### src/rtl/burst_arb_pkg.sv
`timescale 1ns/1ps
package burst_arb_pkg;
  typedef enum logic [1:0] {
    XFER_SINGLE = 2'b00,
    XFER_FIXED  = 2'b01,
    XFER_INCR   = 2'b10
  } xfer_e;
endpackage

### src/rtl/rr_pick.sv
`timescale 1ns/1ps
module rr_pick #(
  parameter int N     = 4,
  parameter int IDX_W = 2
) (
  input  logic [N-1:0]     req_i,
  input  logic [IDX_W-1:0] ptr_i,
  output logic             found_o,
  output logic [IDX_W-1:0] idx_o
);
  // walk from farthest to nearest so the nearest hit from ptr wins
  always_comb begin
    found_o = 1'b0;
    idx_o   = '0;
    for (int k = N - 1; k >= 0; k--) begin
      int pos;
      pos = (int'(ptr_i) + k) % N;
      if (req_i[IDX_W'(pos)]) begin
        found_o = 1'b1;
        idx_o   = IDX_W'(pos);
      end
    end
  end
endmodule

### src/rtl/beat_tracker.sv
`timescale 1ns/1ps
module beat_tracker
  import burst_arb_pkg::*;
#(
  parameter int LEN_W     = 4,
  parameter int INCR_SPAN = 4
) (
  input  logic             clk_i,
  input  logic             rst_ni,
  input  logic             load_i,
  input  xfer_e            xfer_i,
  input  logic [LEN_W-1:0] len_i,
  input  logic             beat_i,
  output logic             last_o
);
  localparam int SPAN_W = $clog2(INCR_SPAN);

  xfer_e            kind_q;
  logic [LEN_W-1:0] len_q;
  logic [LEN_W-1:0] cnt_q;
  logic [LEN_W:0]   cnt_nx;

  assign cnt_nx = {1'b0, cnt_q} + 1'b1;

  always_comb begin
    unique case (kind_q)
      XFER_FIXED: last_o = (cnt_nx == {1'b0, len_q});
      XFER_INCR:  last_o = (cnt_nx[SPAN_W-1:0] == '0);
      default:    last_o = 1'b1;
    endcase
  end

  always_ff @(posedge clk_i or negedge rst_ni) begin
    if (!rst_ni) begin
      kind_q <= XFER_SINGLE;
      len_q  <= '0;
      cnt_q  <= '0;
    end else if (load_i) begin
      kind_q <= xfer_i;
      len_q  <= len_i;
      cnt_q  <= '0;
    end else if (beat_i) begin
      cnt_q  <= cnt_nx[LEN_W-1:0];
    end
  end
endmodule

### src/rtl/burst_rr_arb.sv
`timescale 1ns/1ps
module burst_rr_arb
  import burst_arb_pkg::*;
#(
  parameter int N_MASTERS = 4,
  parameter int LEN_W     = 4,
  parameter int INCR_SPAN = 4,
  localparam int IDX_W    = $clog2(N_MASTERS)
) (
  input  logic                       clk_i,
  input  logic                       rst_ni,
  input  logic [N_MASTERS-1:0]       req_i,
  input  logic [N_MASTERS-1:0]       ahead_i,
  input  logic [2*N_MASTERS-1:0]     xfer_i,
  input  logic [LEN_W*N_MASTERS-1:0] len_i,
  input  logic                       beat_i,
  output logic [N_MASTERS-1:0]       gnt_o,
  output logic [IDX_W-1:0]           owner_o
);
  logic             owned_q;
  logic [IDX_W-1:0] owner_q, ptr_q;
  logic             last, arb_pt, found;
  logic [IDX_W-1:0] win;
  logic [N_MASTERS-1:0] cand, ahead_req;
  xfer_e            xfer_arr [N_MASTERS];
  logic [LEN_W-1:0] len_arr  [N_MASTERS];

  for (genvar g = 0; g < N_MASTERS; g++) begin : g_unpack
    assign xfer_arr[g] = xfer_e'(xfer_i[2*g +: 2]);
    assign len_arr[g]  = len_i[LEN_W*g +: LEN_W];
  end

  assign arb_pt    = !owned_q || (beat_i && last);
  assign ahead_req = req_i & ahead_i;
  assign cand      = (|ahead_req) ? ahead_req : req_i;

  rr_pick #(.N(N_MASTERS), .IDX_W(IDX_W)) u_pick (
    .req_i   (cand),
    .ptr_i   (ptr_q),
    .found_o (found),
    .idx_o   (win)
  );

  beat_tracker #(.LEN_W(LEN_W), .INCR_SPAN(INCR_SPAN)) u_trk (
    .clk_i  (clk_i),
    .rst_ni (rst_ni),
    .load_i (arb_pt && found),
    .xfer_i (xfer_arr[win]),
    .len_i  (len_arr[win]),
    .beat_i (beat_i && owned_q),
    .last_o (last)
  );

  always_ff @(posedge clk_i or negedge rst_ni) begin
    if (!rst_ni) begin
      owned_q <= 1'b0;
      owner_q <= '0;
      ptr_q   <= '0;
    end else if (arb_pt) begin
      owned_q <= found;
      if (found) begin
        owner_q <= win;
        ptr_q   <= (int'(win) == N_MASTERS - 1) ? '0 : IDX_W'(int'(win) + 1);
      end
    end
  end

  always_comb begin
    gnt_o = '0;
    if (owned_q) gnt_o[owner_q] = 1'b1;
  end

  assign owner_o = owner_q;
endmodule

### config.mk
export PLATFORM = sky130hd
export DESIGN_NAME = burst_rr_arb
export DESIGN_NICKNAME = d
export VERILOG_FILES = /design/src/rtl/burst_arb_pkg.sv /design/src/rtl/rr_pick.sv /design/src/rtl/beat_tracker.sv /design/src/rtl/burst_rr_arb.sv
export SDC_FILE = /design/constraint.sdc
export NUM_CORES = 1
export LEC_CHECK = 0
export ABC_AREA = 1
export BUFFER_PORTS_ARGS = -buffer_cell sky130_fd_sc_hd__clkbuf_2
export CORE_ASPECT_RATIO = 0.6
export CORE_MARGIN = 4
export CORE_UTILIZATION = 40
export CTS_CLUSTER_DIAMETER = 50
export DETAILED_ROUTE_END_ITERATION = 6
export GPL_TIMING_DRIVEN = 0
export PLACE_DENSITY = 0.67
export SYNTH_ARGS = -nofsm -noshare
export SYNTH_HDL_FRONTEND = slang
export SYNTH_HIERARCHICAL = 1
export SYNTH_SLANG_ARGS = --single-unit
### constraint.sdc
create_clock -name clk_i -period 2 [get_ports clk_i]
set_input_delay 0.5 -clock clk_i [delete_from_list [all_inputs] [get_ports clk_i]]
set_output_delay 0.5 -clock clk_i [all_outputs]
set_load 0.02 [all_outputs]
==> flow_metrics.tcl <==
set metrics [dict create \
    rsz0062_at_grt "yes" \
    cp-start-kind "input pin" \
    synth_top_area_cell "dfrtp_1" \
    critPathMostFrequentCell "nand2_2" \
    critPathSlowestCell "or2_1" \
    hold_viol 0 \
    critPathKind "in -> reg" \
    p_per_area_nw_per_um2 1740 \
    place.gp.congestion 0.887 \
    busiest_layer "met2" \
    regArea_sq_um 378 \
    grt_max_degree 16 \
    synth.avg_cell_area_sq_um 6.19 \
    n_fill_cell 264 \
    hp-class "in -> async" \
    final_common_cell "nand2_1" \
    clock_latency_ns 0.26 \
    synth_top_area_frac 0.282 \
    seqPwrFrac 0.166 \
    hold_buffers 0 \
    synth-seq-cells 15 \
    wl_um 3790 \
    p_sw_mw 1.77 \
    fin_crit_ns 2.08 \
    slew_violations 0 \
    synth_cell_type_count 23 \
    grt-ovfl-total 0 \
    setup_violations 8 \
    cts-root-buf "clkbuf_8" \
    status "finished, violations left" \
    cp_max_fo 4 \
    final_util 0.673 \
    intPower_mw 1.77 \
    clk_pin_slew_worst_paths_ns 0.06 \
    first_global_vias 1281 \
    synthCells 215 \
    io_buffers 40 \
    skew_ns 0.00238 \
    grt_pass1_wl_um 5710 \
    vias 1525 \
    drtPass1Iterations 4 \
    whs_ns 0.138 \
    ioPinCount 41 \
    met1_usage 0.252 \
    htree_levels 1 \
    multiInputGateArea_sq_um 968 \
    drc 0 \
    min_period_over_period 1.04 \
    drv_cap 0 \
    drt_iter0_markers 133 \
    synth_compound_area_frac 0.142 \
    chipWidth_um 82.4 \
    clk_path_buf_depth 2 \
    synth-xor-area-share 0 \
    dpl.hpwl_um 2600 \
    detail-route-antenna-nets 0 \
    cts_tree "built" \
    seq_area_frac_synth 0.282 \
    area_growth_pct 52.9 \
    synth_top_family_by_area "simple AND/OR/NAND/NOR gates" \
    synth-simple-area-share 0.383 \
    start_util 0.440 \
    slew-limit-headroom 0.758 \
    drive_gt1_frac 0.442 \
    p_comb_frac 0.761 \
    met2_usage 0.254 \
    muxShareOfSynthArea 0 \
    cts.sinks 15 \
    crit_required_ns 2.19 \
    crit_buf_inv 4 \
    cp_top_family "simple AND/OR/NAND/NOR gates" \
    antenna_cells 0 \
    cp_slowest_stage_delay_ns 0.21 \
    antenna_found_initial 0 \
    crit_arrival_ns 2.27 \
    netSwitchingFraction 0.500 \
    end_kind "register" \
    layout_common_cells "nand2_1, clkbuf_2, inv_1" \
    coreArea_sq_um 3020 \
    fmax_mhz 480 \
    wire_per_inst_um 11.9 \
    cp_cell_sequence "clkbuf_8, nand2_4, nand2_4, nor2_4, nand2_2, nand2_2, inv_2, nand2_2, and2_4, nand2_4, nand2_2, clkinv_2, nand3_1, nand2_2, buf_4, ha_1, or2_1, o21ai_1" \
    die-area_sq_um 4340 \
    max-vdd-ir-drop_v 0.00123 \
    track_usage 0.171 \
    synth_nets 255 \
    leakage_nw 1.11 \
    clkPwrFrac 0.073 \
    nets 317 \
    viasPerCell 4.80 \
    cts_made_buffers 3 \
    violations "setup timing" \
    layout_setup_ws_ns -0.0817 \
    synth_area_leaders "dfrtp_1, nand2_1, inv_1, o211ai_1, ha_1" \
    synth_area_sq_um 1330 \
    core.rowCount 15 \
    use_met3 0.0378 \
    yosys_warnings 6 \
    worstMarginPinSlew_ns 0.362 \
    yosys.area_share.adder 0.0470 \
    die_h_um 52.7 \
]
[path summary, 6_finish.rpt]
kind                           startpoint        endpoint  slack [ns]  depth (start not counted)
max                              req_i[1]        ptr_q[0]       -0.08                         18
min                                rst_ni         owned_q        0.14                          1
max reg2reg                u_trk/cnt_q[1]  u_trk/len_q[0]        0.08                         15
min reg2reg                u_trk/len_q[1]  u_trk/len_q[1]        0.53                          2
max in group asynchronous          rst_ni  u_trk/cnt_q[1]        1.58                          1
min in group clk_i         u_trk/len_q[1]  u_trk/len_q[1]        0.53                          2
[cell usage after synthesis, drive strengths merged]
library cell / number
a21boi: 1
a21oi: 2
and2: 1
buf: 4
clkinv: 1
dfrtp: 15
ha: 5
inv: 40
nand2: 92
nand3: 11
nand4: 2
nor2: 9
nor3: 4
o211ai: 12
o21ai: 13
o22ai: 2
or2: 1
[power by group through the flow]
| stage | clock, mW | sequential (mW) | combinational [mW] |
|---|---|---|---|
| CTS | 0.258 | 0.575 | 2.32 |
| floorplan | 0 | 0.568 | 1.55 |
| global placement | 0 | 0.571 | 1.98 |
| detailed placement | 0 | 0.575 | 2.00 |
| global route | 0.271 | 0.606 | 3.02 |
| finish | 0.257 | 0.589 | 2.70 |
[timing repair]
action / CTS / global route
setup endpoints to repair: 13 / 13
setup buffers: 7 / 9
cloned: 1 / 1
pin swaps: 18 / 30
resized for setup: 19 / 46
endpoints found under the hold margin: 0 / 0
[cell type report]
type	count	area share
plain buffers	4	0.0203
multi-input cells	155	0.476
inverters	41	0.0788
flip-flops and latches	15	0.186
clock buffers	3	0.0203
clock inverters	1	0.00246
repair buffers	57	0.190
well taps	42	0.0258
[layer usage]
layer / vias up / part of all wire
li1: 796 / -
met1: 669 / 0.49
met2: 57 / 0.42
met3: 3 / 0.087
met4: 0 / 0.0071
met5: - / 0
[kinds of logic after synthesis]
group,after synthesis
AND/OR/NAND/NOR,120
buffers and inverters,45
AO/OA/AOI/OAI,30
flip-flops,15
adder cells (fa/ha/maj),5
[through the flow]
step,cell area (sq um),instances,setup TNS [ns],total power [mW],worst slack [ns]
2_1_floorplan,1400,215,-0.254,2.12,-0.0428
3_3_place_gp,1650,297,-4.60,2.55,-0.522
3_5_place_dp,1650,297,-5.15,2.58,-0.566
4_1_cts,1830,309,-0.220,3.15,-0.0519
5_1_grt,2030,318,-1.54,3.90,-0.219
6_report,2030,318,-0.417,3.54,-0.0817
[sequential cells by signal, summed over array words and instances, names as in the netlist]
signal	flops
u_trk/cnt_q	4
ptr_q	2
u_trk/len_q	4
u_trk/kind_q	2
owned_q	1
owner_o	2
Power figures use the tool's default switching activity.
